`src/rtl/icc_pkg.sv`:
```
// Package: shared field widths, cycle encoding, opcodes and the micro-operation
// control word used between the decoder and the datapath.
package icc_pkg;

    localparam int OPC_W  = 4;
    localparam int SLOT_W = 2;

    typedef enum logic [1:0] {
        PH_FETCH = 2'd0,
        PH_INDIR = 2'd1,
        PH_EXEC  = 2'd2,
        PH_INTR  = 2'd3
    } phase_e;

    localparam logic [OPC_W-1:0] OP_ADD = 4'd1;
    localparam logic [OPC_W-1:0] OP_ISZ = 4'd2;
    localparam logic [OPC_W-1:0] OP_BSA = 4'd3;

    // One group of register transfers issued in one slot.
    typedef struct packed {
        logic mar_from_pc;
        logic mar_from_ir;
        logic mar_from_save;
        logic mbr_from_mem;
        logic mbr_from_pc;
        logic mbr_plus1;
        logic ir_load;
        logic ir_addr_load;
        logic pc_plus1;
        logic pc_from_ir;
        logic pc_from_vec;
        logic r1_add;
        logic mem_write;
        logic last_slot;
    } uop_t;

endpackage

```
`src/rtl/icc_sequencer.sv`:
```
// Sequencer: holds the current cycle and timing slot and the interrupt enable.
// Assumes the decoder marks the final slot of each cycle with last_slot.
// Interrupt requests are sampled only in the final execute slot.
module icc_sequencer
    import icc_pkg::*;
(
    input  logic              clk,
    input  logic              rst_n,
    input  logic              last_slot,
    input  logic              ind_bit,
    input  logic              irq_req,
    input  logic              irq_enable,
    output phase_e            phase,
    output logic [SLOT_W-1:0] slot,
    output logic              irq_on
);

    logic take_irq;

    // Interrupt is taken at the end of execute when requested and enabled.
    always_comb take_irq = (phase == PH_EXEC) && last_slot && irq_req && irq_on;

    // Advance the slot, or move to the next cycle after a final slot.
    always_ff @(posedge clk) begin
        if (!rst_n) begin
            phase <= PH_FETCH;
            slot  <= '0;
        end else if (last_slot) begin
            slot <= '0;
            unique case (phase)
                PH_FETCH: phase <= ind_bit ? PH_INDIR : PH_EXEC;
                PH_INDIR: phase <= PH_EXEC;
                PH_EXEC:  phase <= take_irq ? PH_INTR : PH_FETCH;
                default:  phase <= PH_FETCH;
            endcase
        end else begin
            slot <= slot + 1'b1;
        end
    end

    // Interrupt enable: cleared on entry to the interrupt cycle, set by the pulse.
    always_ff @(posedge clk) begin
        if (!rst_n)          irq_on <= 1'b1;
        else if (take_irq)   irq_on <= 1'b0;
        else if (irq_enable) irq_on <= 1'b1;
    end

endmodule

```
`src/rtl/icc_decoder.sv`:
```
// Decoder: maps cycle, slot and opcode to the micro-operations of that slot.
// Assumes mbr_zero reflects the buffer register after its increment slot.
// Unknown opcodes end execute after one empty slot.
module icc_decoder
    import icc_pkg::*;
(
    input  phase_e            phase,
    input  logic [SLOT_W-1:0] slot,
    input  logic [OPC_W-1:0]  opcode,
    input  logic              mbr_zero,
    output uop_t              uop
);

    // Slot table for every cycle and instruction.
    always_comb begin
        uop = '0;
        unique case (phase)
            PH_FETCH: begin
                case (slot)
                    2'd0: uop.mar_from_pc = 1'b1;
                    2'd1: begin
                        uop.mbr_from_mem = 1'b1;
                        uop.pc_plus1     = 1'b1;
                    end
                    default: begin
                        uop.ir_load   = 1'b1;
                        uop.last_slot = 1'b1;
                    end
                endcase
            end
            PH_INDIR: begin
                case (slot)
                    2'd0: uop.mar_from_ir  = 1'b1;
                    2'd1: uop.mbr_from_mem = 1'b1;
                    default: begin
                        uop.ir_addr_load = 1'b1;
                        uop.last_slot    = 1'b1;
                    end
                endcase
            end
            PH_INTR: begin
                case (slot)
                    2'd0: uop.mbr_from_pc = 1'b1;
                    2'd1: begin
                        uop.mar_from_save = 1'b1;
                        uop.pc_from_vec   = 1'b1;
                    end
                    default: begin
                        uop.mem_write = 1'b1;
                        uop.last_slot = 1'b1;
                    end
                endcase
            end
            default: begin
                case (opcode)
                    OP_ADD: begin
                        case (slot)
                            2'd0: uop.mar_from_ir  = 1'b1;
                            2'd1: uop.mbr_from_mem = 1'b1;
                            default: begin
                                uop.r1_add    = 1'b1;
                                uop.last_slot = 1'b1;
                            end
                        endcase
                    end
                    OP_ISZ: begin
                        case (slot)
                            2'd0: uop.mar_from_ir  = 1'b1;
                            2'd1: uop.mbr_from_mem = 1'b1;
                            2'd2: uop.mbr_plus1    = 1'b1;
                            default: begin
                                uop.mem_write = 1'b1;
                                uop.pc_plus1  = mbr_zero;
                                uop.last_slot = 1'b1;
                            end
                        endcase
                    end
                    OP_BSA: begin
                        case (slot)
                            2'd0: begin
                                uop.mar_from_ir = 1'b1;
                                uop.mbr_from_pc = 1'b1;
                            end
                            2'd1: begin
                                uop.pc_from_ir = 1'b1;
                                uop.mem_write  = 1'b1;
                            end
                            default: begin
                                uop.pc_plus1  = 1'b1;
                                uop.last_slot = 1'b1;
                            end
                        endcase
                    end
                    default: uop.last_slot = 1'b1;
                endcase
            end
        endcase
    end

endmodule

```
`src/rtl/icc_datapath.sv`:
```
// Datapath: program counter, address, buffer, instruction and R1 registers.
// Assumes memory read data is valid the clock after the address register loads.
// Each register takes at most one source per slot, as the decoder guarantees.
module icc_datapath
    import icc_pkg::*;
#(
    parameter int ADDR_W    = 11,
    parameter int SAVE_ADDR = 0,
    parameter int VEC_ADDR  = 1,
    localparam int WORD_W   = OPC_W + 1 + ADDR_W
) (
    input  logic              clk,
    input  logic              rst_n,
    input  uop_t              uop,
    input  logic [WORD_W-1:0] mem_rdata,
    output logic [ADDR_W-1:0] mem_addr,
    output logic [WORD_W-1:0] mem_wdata,
    output logic              mem_we,
    output logic [OPC_W-1:0]  opcode,
    output logic              ind_bit,
    output logic              mbr_zero,
    output logic [ADDR_W-1:0] pc,
    output logic [WORD_W-1:0] r1,
    output logic [WORD_W-1:0] ir
);

    localparam int IND_POS = ADDR_W;
    localparam logic [ADDR_W-1:0] SAVE_A = ADDR_W'(SAVE_ADDR);
    localparam logic [ADDR_W-1:0] VEC_A  = ADDR_W'(VEC_ADDR);

    logic [ADDR_W-1:0] mar;
    logic [WORD_W-1:0] mbr;

    // Program counter: vector load, branch load or increment.
    always_ff @(posedge clk) begin
        if (!rst_n)               pc <= '0;
        else if (uop.pc_from_vec) pc <= VEC_A;
        else if (uop.pc_from_ir)  pc <= ir[ADDR_W-1:0];
        else if (uop.pc_plus1)    pc <= pc + 1'b1;
    end

    // Memory address register sources.
    always_ff @(posedge clk) begin
        if (!rst_n)                 mar <= '0;
        else if (uop.mar_from_pc)   mar <= pc;
        else if (uop.mar_from_ir)   mar <= ir[ADDR_W-1:0];
        else if (uop.mar_from_save) mar <= SAVE_A;
    end

    // Memory buffer register sources.
    always_ff @(posedge clk) begin
        if (!rst_n)               mbr <= '0;
        else if (uop.mbr_from_mem) mbr <= mem_rdata;
        else if (uop.mbr_from_pc)  mbr <= {{(WORD_W-ADDR_W){1'b0}}, pc};
        else if (uop.mbr_plus1)    mbr <= mbr + 1'b1;
    end

    // Instruction register: whole-word load or address-field replacement.
    always_ff @(posedge clk) begin
        if (!rst_n)                ir <= '0;
        else if (uop.ir_load)      ir <= mbr;
        else if (uop.ir_addr_load) ir[ADDR_W-1:0] <= mbr[ADDR_W-1:0];
    end

    // Accumulator update for the add instruction.
    always_ff @(posedge clk) begin
        if (!rst_n)          r1 <= '0;
        else if (uop.r1_add) r1 <= r1 + mbr;
    end

    // Memory port and status back to the controller.
    always_comb begin
        mem_addr  = mar;
        mem_wdata = mbr;
        mem_we    = uop.mem_write;
        opcode    = ir[WORD_W-1 -: OPC_W];
        ind_bit   = mbr[IND_POS];
        mbr_zero  = (mbr == '0);
    end

endmodule

```
`src/rtl/instr_cycle_ctrl.sv`:
```
// Top: hardwired instruction-cycle controller with its register datapath.
// Assumes an external word memory with read data valid one clock after the
// address register loads; writes commit on the clock edge with mem_we high.
module instr_cycle_ctrl
    import icc_pkg::*;
#(
    parameter int ADDR_W    = 11,
    parameter int SAVE_ADDR = 0,
    parameter int VEC_ADDR  = 1,
    localparam int WORD_W   = OPC_W + 1 + ADDR_W
) (
    input  logic              clk,
    input  logic              rst_n,
    input  logic              irq_req,
    input  logic              irq_enable,
    output logic [ADDR_W-1:0] mem_addr,
    input  logic [WORD_W-1:0] mem_rdata,
    output logic              mem_we,
    output logic [WORD_W-1:0] mem_wdata,
    output logic [ADDR_W-1:0] pc_o,
    output logic [WORD_W-1:0] r1_o,
    output logic [WORD_W-1:0] ir_o,
    output logic [1:0]        phase_o,
    output logic [SLOT_W-1:0] slot_o,
    output logic              irq_on_o
);

    phase_e            phase;
    logic [SLOT_W-1:0] slot;
    logic              irq_on;
    uop_t              uop;
    logic [OPC_W-1:0]  opcode;
    logic              ind_bit;
    logic              mbr_zero;

    icc_sequencer u_seq (
        .clk        (clk),
        .rst_n      (rst_n),
        .last_slot  (uop.last_slot),
        .ind_bit    (ind_bit),
        .irq_req    (irq_req),
        .irq_enable (irq_enable),
        .phase      (phase),
        .slot       (slot),
        .irq_on     (irq_on)
    );

    icc_decoder u_dec (
        .phase    (phase),
        .slot     (slot),
        .opcode   (opcode),
        .mbr_zero (mbr_zero),
        .uop      (uop)
    );

    icc_datapath #(
        .ADDR_W    (ADDR_W),
        .SAVE_ADDR (SAVE_ADDR),
        .VEC_ADDR  (VEC_ADDR)
    ) u_dp (
        .clk       (clk),
        .rst_n     (rst_n),
        .uop       (uop),
        .mem_rdata (mem_rdata),
        .mem_addr  (mem_addr),
        .mem_wdata (mem_wdata),
        .mem_we    (mem_we),
        .opcode    (opcode),
        .ind_bit   (ind_bit),
        .mbr_zero  (mbr_zero),
        .pc        (pc_o),
        .r1        (r1_o),
        .ir        (ir_o)
    );

    // Observation outputs.
    always_comb begin
        phase_o  = phase;
        slot_o   = slot;
        irq_on_o = irq_on;
    end

endmodule

```
`config.mk`:
```
export PLATFORM = sky130hd
export DESIGN_NAME = instr_cycle_ctrl
export DESIGN_NICKNAME = d
export VERILOG_FILES = /design/src/rtl/icc_pkg.sv /design/src/rtl/icc_sequencer.sv /design/src/rtl/icc_decoder.sv /design/src/rtl/icc_datapath.sv /design/src/rtl/instr_cycle_ctrl.sv
export SDC_FILE = /design/constraint.sdc
export NUM_CORES = 1
export LEC_CHECK = 0
export ABC_AREA = 1
export CAP_MARGIN = 0
export CORE_MARGIN = 2
export CORE_UTILIZATION = 57
export CTS_BUF_LIST = sky130_fd_sc_hd__clkbuf_16
export CTS_CLUSTER_SIZE = 25
export DETAILED_ROUTE_END_ITERATION = 12
export PLACE_DENSITY = 0.93
export REMOVE_ABC_BUFFERS = 1
export SLEW_MARGIN = 20
export SYNTH_ARGS = -nofsm -noshare
export SYNTH_HDL_FRONTEND = slang
export SYNTH_SLANG_ARGS = --single-unit
```
`constraint.sdc`:
```
create_clock -name clk -period 2.89 [get_ports clk]
set_input_delay 0.4335 -clock clk [delete_from_list [all_inputs] [get_ports clk]]
set_output_delay 0.4335 -clock clk [all_outputs]
set_load 0.1 [all_outputs]
```
* Word level (Yosys, flattened, before mapping)
Index checks and enable logic that the tools add are counted.
** Word-level totals
- Flip-flop bits (word level) :: 75
- Output and inout port bits :: 76
- Input bits :: 20
- Logic and storage cells :: 91
** Operators by class
- Reduce and logical (&&, ||, !) cells :: 23
- $add $sub $neg :: 4
- Bitwise gates (word level) :: 1
- Equality and inequality tests :: 8
- Mux-type cells :: 45
** Operator list (number)
- $mux 11 :: 7
- $mux 16 :: 3
- $mux 1 :: 21
- $pmux 1 s2 :: 9
- $add 16x1->16 const B :: 1
- $add 16x16->16 :: 1
- $logic_not 16->1 :: 1
- $reduce_or 2->1 :: 8
- $add 11x1->11 const B :: 1
- $reduce_bool 3->1 :: 3
- $reduce_or 3->1 :: 3
- $eq 4x2->1 const B :: 2
- $mux 2 :: 4
- $eq 2x2->1 const B :: 3
- $pmux 2 s3 :: 1
- $reduce_bool 2->1 :: 3
- $eq 2x1->1 const B :: 2
- $eq 4x1->1 const B :: 1
- $logic_not 2->1 :: 2
- $logic_and 1x1->1 :: 3
- $add 2x1->2 const B :: 1
- $not 1->1 :: 1

* Longest topological paths before layout
Gate-level depths: netlist of the first run.
- Depth after elaboration :: 10
- Gate-level depth with buffers :: 13
- Depth with buffers taken out :: 13

* Hierarchy
A second synthesis of the first run with hierarchy kept.
** Second synthesis, totals
- Cell total of the unflattened synthesis :: 769
- Area, all modules :: 4908.5 µm²
** Modules (own cells, without submodules)
- icc_datapath :: area an instance 4398.0 µm², sequential area each 1401.3 µm², instances 1, cells an instance 673
- icc_decoder :: area an instance 286.5 µm², sequential area each 0.0 µm², instances 1, cells an instance 62
- icc_sequencer :: area an instance 224.0 µm², sequential area each 100.1 µm², instances 1, cells an instance 34

* Least setup slack after synthesis of the first run
Ideal clock, no wire load.
- Path type :: register to output
- Start point :: register u_seq.slot[0]
- End point :: output port mem_we
- Cell stages (with the launch flop) :: 6
- Arrival :: 3214 ps
- Buffers on the path :: 0
- Slack :: -757 ps
- Required time :: 2457 ps
- Cell sequence :: dfxtp_1 > inv_1 > ha_1 > nor2_1 > inv_2 > o221ai_1
** Between the ends
- Cells in the longest elaborated chain, start to end :: 5
- Elaborated cells between the ends (all ways) :: 10
- Classes of those cells :: eq/ne: 2; mux: 5; reduce/logical: 3
** Ends and longest elaborated chain
- from (decl) :: RTL line icc_sequencer.sv:14 : output logic [SLOT_W-1:0] slot,
- from (signal assigned) :: RTL line icc_sequencer.sv:37 : slot <= slot + 1'b1;
- $eq 2x2->1, or another cell as far along :: RTL line icc_decoder.sv:67 : case (slot)
- $reduce_or 3->1 (no line)
- $mux 2 :: RTL line icc_decoder.sv:67
- $pmux 1 s2 :: RTL line icc_decoder.sv:55 : case (opcode)
- $pmux 1 s2 * :: RTL line icc_decoder.sv:17 : unique case (phase)
- to (decl) :: RTL line instr_cycle_ctrl.sv:18 : output logic mem_we,
Mark *: on every way between the ends. The rest lies on a longest branch, timed or not.

* Final worst setup path of the first run
- Start point :: register u_seq.phase[1]
- End point :: output port mem_we
** Between the ends
- Cells in the longest elaborated chain, start to end :: 3
- Elaborated cells between the ends (all ways) :: 5
- Classes of those cells :: eq/ne: 2; mux: 1; reduce/logical: 2
** Ends and longest elaborated chain
- from (decl) :: RTL line icc_sequencer.sv:13 : output phase_e phase,
- from (signal assigned) :: RTL line icc_sequencer.sv:31 : PH_FETCH: phase <= ind_bit ? PH_INDIR : PH_EXEC;
- from (signal assigned) :: RTL line icc_sequencer.sv:33 : PH_EXEC: phase <= take_irq ? PH_INTR : PH_FETCH;
- $eq 2x1->1 or $logic_not 2->1 (tied branches) :: RTL line icc_decoder.sv:17
- $reduce_or 2->1 (no line)
- $pmux 1 s2 * :: RTL line icc_decoder.sv:17
Marks and branches as above.

==> reports/results.ini, run 1 <==
[final_layout]
areaGrowthSynthToFinish_pct=21.5
nNetsFinal=897
antennaDiodeCount=0
mostFrequentLayoutCell=nand2_1
drive_gt1_frac=0.159
final_area_um2=5990
most-common-layout-cells=nand2_1, nor2_1, inv_1

[timing]
tightest_slew_ns=0.616
fin_skew_ns=0.00966
hold_viol=0
drv_slew=0
fmax_mhz=409
final-setup-viol-count=0
period_minus_slack_ns=2.44
slew_headroom=0.589
tns_ns=0
rsz0062_at_grt=false
period_share=0.846

[critical_path]
reg2reg_from=u_seq.slot[1]$_SDFF_PP0_
startpoint_type=register
slowest_stage=dfxtp_1
crit_fanout=21
worstSetupEndpointType=output port
path_buf_inv=2
cp_cell_sequence=nand2_4 -> inv_4 -> nand3_2 -> o221ai_1 -> buf_12
arrival_ns=2.01
cp_top_family=flip-flops
r2r_end=u_dp.mem_wdata[0]$_SDFFE_PN0P_
cp_slowest_stage_delay_ns=0.61
rrSetupSlack_ns=0.64
crit_required_ns=2.46
rr_worst_depth=8
worstSetupPathType=reg -> out

[power]
p_leak_nw=2.85
power.share.switching=0.606
p_int_mw=2.95
power_density_nw_per_um2=1250
p_comb_frac=0.621
p_sw_mw=4.55
ir_drop_v=0.000759
p_seq_frac=0.240
power.total_mw=7.50
power.share.clock=0.139

[global_route]
grt_pass1_vias=5093
antenna_found_initial=0
grt_max_degree=44
grt_pass1_wl_um=24000
grt_use_total=0.308
grt_overflow=0

[routing]
drt_iter0_markers=563
wl_um=14700
detail-route-antenna-nets=0
firstDrtPassIters=5
wl_per_cell_um=15.2
num_vias=5496
viasPerCell=5.70
drc=0

[die]
rows=33
pin_count=96
initial_utilization=0.594
fp.coreArea_um2=8300
dieHeight_um=97
die_w_um=97
dieArea_um2=9410

[flow_run]
maxCapViolations=0

[cts]
cts_buffers=9
cts_tree=done
clockBufferDepth=2
clk_pin_slew_worst_paths_ns=0.06
worstSkewPairLatency_ns=0.34
post_cts_buffers=0
htree_levels=3
postCtsHoldBufs=0
cts_root_buf=clkbuf_16
cts-resized-gates=0
clock-sinks=75

[min_path]
min_from=u_seq.slot[0]$_SDFF_PP0_
hold_depth=1
hold_path_class=reg -> reg
whs_endpoint=u_seq.slot[0]$_SDFF_PP0_

[synth]
yosysSeqAreaShare=0.305
synth-main-ff-cell=dfxtp_1
synth_top_area_frac=0.305
syn_inst=769
synth.distinct_cells=38
synth_edf_count=0
synth_area_leaders=dfxtp_1, nand2_1, nor2_1
ys_ff_latch=75
yosys.area.top_type=dfxtp_1
yosysWarnings=0
synth_area_um2=4930
async_reset_ff_frac=0
synth.avg_cell_area_um2=6.41

[placed_design]
globalplace.congestion=0.960
dpl.hpwl_um=10900
post_dp_cell_area_um2=5720
io_buffers=95

[run_status]
outcome=completed

-- cell usage after synthesis, types with 8 or more instances --
master / count
o21ai_0: 60
o21ai_1: 13
xor2_1: 8
inv_1: 87
a21oi_2: 11
a21oi_1: 54
inv_2: 8
buf_2: 9
ha_1: 22
nand3_1: 66
dfxtp_1: 75
nor2_1: 99
clkbuf_1: 8
nand2_1: 179
-- sequential cells by signal (all words and copies together), names as in the netlist --
name            flops
u_dp.ir            16
u_dp.mem_wdata     16
u_dp.r1            16
u_dp.mem_addr      11
u_dp.pc            11
u_seq.phase         2
u_seq.slot          2
u_seq.irq_on        1
-- per-layer routing --
layer	global-route usage	share of wire	up-vias
met5	0	0	-
met4	0.111	0.025	0
met3	0.0491	0.081	46
met2	0.536	0.48	290
met1	0.384	0.42	2485
li1	-	-	2675
-- cell type report --
type | count | area [um2]
clock buffer | 9 | 225
clock inverter | 7 | 43.8
fill | 744 | 2310
inverter | 96 | 363
multi-input combinational | 573 | 2920
sequential | 75 | 1500
tap | 105 | 131
timing repair buffer | 99 | 803
-- power groups by stage --
| stage | Clock, mW | Combinational (mW) | Sequential (mW) |
|---|---|---|---|
| 6_report | 1.04 | 4.66 | 1.80 |
| 5_1_grt | 1.09 | 4.96 | 1.83 |
| 4_1_cts | 1.05 | 4.63 | 1.78 |
| 3_5_place_dp | 0 | 4.60 | 1.80 |
| 3_3_place_gp | 0 | 4.55 | 1.78 |
| 2_1_floorplan | 0 | 1.68 | 3.63 |
-- how the worst max path moves through the flow --
stage	startpoint	endpoint	slack, ns	depth (start not counted)
3_5_place_dp	u_seq.slot[0]$_SDFF_PP0_	u_dp.r1[5]$_SDFFE_PN0P_	0.69	9
4_1_cts	u_seq.phase[1]$_SDFFE_PN0P_	mem_we	0.44	5
3_3_place_gp	u_seq.slot[1]$_SDFF_PP0_	u_dp.mem_wdata[11]$_SDFFE_PN0P_	0.73	10
6_report	u_seq.phase[1]$_SDFFE_PN0P_	mem_we	0.45	5
2_1_floorplan	u_seq.slot[0]$_SDFF_PP0_	mem_we	-0.76	5
5_1_grt	u_seq.phase[1]$_SDFFE_PN0P_	mem_we	0.31	5
-- stage by stage --
step	hold slack [ns]	setup slack, ns	instances	utilization
detailed placement	0.488	0.692	948	0.689
CTS	0.500	0.443	964	0.722
floorplan	0.502	-0.757	744	-
global placement	0.454	0.726	948	0.689
global route	0.524	0.309	964	0.722
finish	0.490	0.445	964	0.722
-- cell families (layout without fill, tap and decap cells) --
family	count (synthesis)	after routing	synth area share
simple gates	378	378	0.330
compound gates	160	160	0.182
buf+inv	121	211	0.103
flops	75	75	0.305
fa+ha+maj	23	23	0.0599
xor+xnor	12	12	0.0213
No activity file was read; power rests on OpenSTA's default activity.
==> run 2: changes to the inputs <==
- CORE_UTILIZATION: 57 -> 53
- PLACE_DENSITY: 0.93 -> 0.87
- clock period: 2.89 -> 2.45 ns (I/O delays scaled with it)
==> reports/results.ini, run 2 (synthesis results as in run 1) <==
[cts]
clockBufferDepth=2  ; unchanged
post_cts_buffers=0  ; unchanged
clk_pin_slew_worst_paths_ns=0.07  ; about the same
postCtsHoldBufs=0  ; unchanged
htree_levels=3  ; unchanged
cts-resized-gates=0  ; unchanged
cts_tree=done
cts_root_buf=clkbuf_16
cts_buffers=9  ; unchanged
clock-sinks=75  ; unchanged
worstSkewPairLatency_ns=0.34  ; about the same

[critical_path]
cp_cell_sequence=inv_1 -> ha_1 -> nor2_1 -> inv_2 -> o221ai_2 -> buf_12
cp_slowest_stage_delay_ns=0.40  ; -0.21 ns
arrival_ns=1.86  ; -0.15 ns
path_buf_inv=3  ; +1
slowest_stage=dfxtp_1
worstSetupPathType=reg -> out
cp_top_family=buffers and inverters
crit_required_ns=2.08  ; -0.38 ns
startpoint_type=register
worstSetupEndpointType=output port
crit_fanout=5  ; -76%

[final_layout]
areaGrowthSynthToFinish_pct=24.5
instances_no_fill=982  ; +1.9%
mostFrequentLayoutCell=nand2_1
fin_util=0.670  ; -0.0514
most-common-layout-cells=nand2_1, nor2_1, buf_4
antennaDiodeCount=0  ; unchanged
fill_cells=795  ; +6.9%
drive_gt1_frac=0.175  ; +0.0150
nNetsFinal=909  ; +1.3%

[power]
power_density_nw_per_um2=1480  ; +18%
power.share.clock=0.153  ; +0.014
p_sw_mw=5.38  ; +18%
p_int_mw=3.70  ; +25%
ir_drop_v=0.000812  ; +6.9%
p_leak_nw=2.92  ; +2.6%
power.share.switching=0.592  ; -0.0139
p_comb_frac=0.621  ; about the same
p_seq_frac=0.226  ; -0.014

[timing]
rsz0062_at_grt=false
slew_headroom=0.653  ; +0.0642
tns_ns=0  ; unchanged
drv_slew=0  ; unchanged
final-setup-viol-count=0  ; unchanged
period_share=0.911
tightest_slew_ns=0.520  ; -0.0964 ns
period_minus_slack_ns=2.23
hold_viol=0  ; unchanged
fmax_mhz=448
fin_skew_ns=0.00603  ; -0.00363 ns

[global_route]
grt_pass1_vias=5018  ; -1.5%
antenna_found_initial=0  ; unchanged
grt_max_degree=29  ; -34%
grt_overflow=0  ; unchanged
grt_use_total=0.288  ; -0.0203
grt_pass1_wl_um=23300  ; -2.8%

[routing]
dr_wl_met3_um=944  ; -20%
num_vias=5348  ; -2.7%
detail-route-antenna-nets=0  ; unchanged
wl_um=14100  ; -3.9%
highest_layer=met4
firstDrtPassIters=5  ; unchanged
wl_met2_um=6780  ; -3.3%
viasPerCell=5.45  ; -4.5%
drt_iter0_markers=439  ; -22%
wl_per_cell_um=14.4  ; -5.6%
met1_length_um=5960  ; -2.6%
drc=0  ; unchanged

[run_status]
outcome=completed

[die]
rows=35  ; +6.1%
fp.coreArea_um2=9150  ; +10%
dieHeight_um=100  ; +3.6%
initial_utilization=0.539  ; -0.0554
dieArea_um2=10100  ; +7.2%
pin_count=96  ; unchanged
die_w_um=100  ; +3.6%

[placed_design]
dpl.hpwl_um=10800  ; -1.4%
dp.cells=966  ; +1.9%
globalplace.congestion=0.936  ; -2.5%
io_buffers=95  ; unchanged

[flow_run]
maxCapViolations=0  ; unchanged

[min_path]
hold_path_class=reg -> reg

[run 2: power by group through the flow]
| stage | sequential [mW] | clock [mW] | combinational (mW) |
|---|---|---|---|
| floorplan | 4.29 | 0 | 1.98 |
| global placement | 2.06 | 0 | 5.52 |
| detailed placement | 2.07 | 0 | 5.56 |
| CTS | 2.04 | 1.39 | 5.60 |
| global route | 2.11 | 1.44 | 6.01 |
| finish | 2.05 | 1.38 | 5.63 |
[run 2: final timing paths]
path | depth (start not counted) | startpoint | slack [ns] | endpoint
max | 6 | u_seq.slot[0]$_SDFF_PP0_ | 0.22 | mem_we
min | 1 | u_seq.slot[0]$_SDFF_PP0_ | 0.48 | u_seq.slot[0]$_SDFF_PP0_
max reg2reg | 13 | u_dp.mem_wdata[0]$_SDFFE_PN0P_ | 0.40 | u_dp.r1[14]$_SDFFE_PN0P_
min reg2reg | 1 | u_seq.slot[0]$_SDFF_PP0_ | 0.48 | u_seq.slot[0]$_SDFF_PP0_
[run 2: area by class of cell]
cell class / instances / area [um2] / share of cell area
clock buffers: 9 / 225 / 0.0367
clock inverters: 7 / 85.1 / 0.0139
inverters: 96 / 363 / 0.0591
multi-input cells: 573 / 2930 / 0.477
flip-flops and latches: 75 / 1500 / 0.245
well taps: 111 / 139 / 0.0226
repair buffers: 111 / 893 / 0.146
[run 2: stage by stage]
stage          hold WS [ns]  power [mW]  setup WS (ns)  cell area, um2
3_3_place_gp          0.460        7.58          0.498            5820
5_1_grt               0.504        9.56         0.0688            6140
6_report              0.483        9.07          0.218            6140
4_1_cts               0.486        9.03          0.130            6130
3_5_place_dp          0.474        7.63          0.426            5820
2_1_floorplan         0.436        6.27          -1.13            4790
[run 2: routing by layer]
layer / vias to the layer above / GRT usage
met5: - / 0
met4: 0 / 0.117
met3: 36 / 0.0425
li1: 2691 / -
met1: 2398 / 0.368
met2: 223 / 0.486
==> run 3: changes to the inputs <==
- PLACE_DENSITY: 0.87 -> not set
- PLACE_DENSITY_LB_ADDON: not set -> 0.2
==> reports/results.ini, run 3 (synthesis results as in run 1) <==
[timing]
hold_viol=0  ; unchanged
drv_slew=0  ; unchanged
period_share=0.944  ; +0.0333
tightest_slew_ns=0.592  ; +0.0720 ns
fmax_mhz=432  ; -3.5%
final-setup-viol-count=0  ; unchanged
setup_slack_ns=0.136  ; -0.0817 ns
fin_skew_ns=0.00702  ; +0.000994 ns
period_minus_slack_ns=2.31  ; +0.0817 ns
slew_headroom=0.605  ; -0.0480
rsz0062_at_grt=false

[global_route]
grt_max_degree=32  ; +10%
grt_use_total=0.296  ; +0.00846
grt_pass1_wl_um=23900  ; +2.4%
antenna_found_initial=0  ; unchanged
grt_pass1_vias=5059  ; +0.82%
grt_overflow=0  ; unchanged

[die]
dieArea_um2=10100  ; unchanged
die_w_um=100  ; unchanged
dieHeight_um=100  ; unchanged
pin_count=96  ; unchanged
initial_utilization=0.539  ; unchanged
fp.coreArea_um2=9150  ; unchanged
rows=35  ; unchanged

[power]
power.total_mw=9.13  ; +0.58%
ir_drop_v=0.000941  ; +16%
p_leak_nw=2.93  ; +0.21%
power_density_nw_per_um2=1490  ; +0.45%

[cts]
clk_pin_slew_worst_paths_ns=0.06  ; about the same
post_cts_buffers=0  ; unchanged
clock-sinks=75  ; unchanged
worstSkewPairLatency_ns=0.34  ; about the same
cts_tree=done
postCtsHoldBufs=0  ; unchanged
cts_buffers=9  ; unchanged
cts_root_buf=clkbuf_16
clockBufferDepth=2  ; unchanged
cts-resized-gates=0  ; unchanged
htree_levels=3  ; unchanged

[final_layout]
fin_util=0.671  ; +0.000821
fill_cells=820  ; +3.1%
mostFrequentLayoutCell=nand2_1
final_area_um2=6140  ; +0.12%
most-common-layout-cells=nand2_1, nor2_1, buf_4
drive_gt1_frac=0.175  ; +0.000746
areaGrowthSynthToFinish_pct=24.6
antennaDiodeCount=0  ; unchanged
nNetsFinal=911  ; +0.22%

[routing]
viasPerCell=5.46  ; +0.28%
firstDrtPassIters=6  ; +1
drc=0  ; unchanged
wl_per_cell_um=14.9  ; +3.7%
num_vias=5374  ; +0.49%
wl_um=14700  ; +3.9%
drt_iter0_markers=368  ; -16%
detail-route-antenna-nets=0  ; unchanged

[flow_run]
maxCapViolations=0  ; unchanged

[critical_path]
startpoint_type=register
crit_required_ns=2.08  ; about the same
crit_fanout=5  ; unchanged
arrival_ns=1.95  ; +0.09 ns
worstSetupEndpointType=output port
worstSetupPathType=reg -> out

[placed_design]
io_buffers=95  ; unchanged
dp_slack_ns=0.294  ; -0.132 ns
globalplace.congestion=0.963  ; +2.9%
dpl.hpwl_um=11200  ; +3.7%
post_dp_cell_area_um2=5830  ; +0.26%

[min_path]
hold_path_class=reg -> reg

[run_status]
outcome=completed

==> run 3: changes by cell type in the layout (fill, tap and decap cells not counted) <==
cell        delta
o221ai_2       -1
inv_6          +1
clkinvlp_4     +1
o221ai_1       +1
clkinv_4       -2
buf_4          +2
==> run 3: metal layers <==
layer / vias up / track usage / part of all wire
li1: 2706 / - / -
met1: 2443 / 0.375 / 0.43
met2: 196 / 0.509 / 0.49
met3: 29 / 0.0501 / 0.055
met4: 0 / 0.102 / 0.025
met5: - / 0 / 0
==> run 3: final timing paths <==
path                                                     start                               to  slack [ns]  cells past startpoint
worst min register to register  u_dp.mem_addr[10]$_SDFFE_PN0P_   u_dp.mem_addr[10]$_SDFFE_PN0P_        0.49                      2
worst max register to register        u_seq.slot[1]$_SDFF_PP0_  u_dp.mem_wdata[11]$_SDFFE_PN0P_        0.23                     12
worst max-delay path                  u_seq.slot[1]$_SDFF_PP0_                           mem_we        0.14                      6
worst min-delay path            u_dp.mem_addr[10]$_SDFFE_PN0P_   u_dp.mem_addr[10]$_SDFFE_PN0P_        0.49                      2
==> run 3: area by class of cell <==
cell class | instances | area [um2] | area share
Inverter | 96 | 363 | 0.0591
Clock inverter | 7 | 83.8 | 0.0136
Timing Repair Buffer | 113 | 908 | 0.148
Tap cell | 111 | 139 | 0.0226
Sequential cell | 75 | 1500 | 0.244
Clock buffer | 9 | 225 | 0.0367
Multi-Input combinational cell | 573 | 2920 | 0.476
==> run 3: where the power goes <==
part	switching, mW	leakage [nW]	internal [mW]
clock	0.580	0.149	0.807
combinational	4.36	2.17	1.35
sequential	0.474	0.611	1.56
total	5.41	2.93	3.71
==> run 3: worst max-delay path, stage by stage, from the launching register on <==
cell and delay [ns]:
dfxtp_1 0.39, inv_1 0.08, ha_1 0.28, nor2_1 0.22, inv_2 0.11, o221ai_1 0.31, buf_12 0.22
==> run 3: metrics by stage <==
step / hold slack, ns / TNS (ns) / instances
after floorplan: 0.436 / -12.60 / 744
after global placement: 0.455 / 0 / 968
after detailed placement: 0.485 / 0 / 968
after CTS: 0.501 / 0 / 984
after global routing: 0.533 / 0 / 984
final: 0.491 / 0 / 984
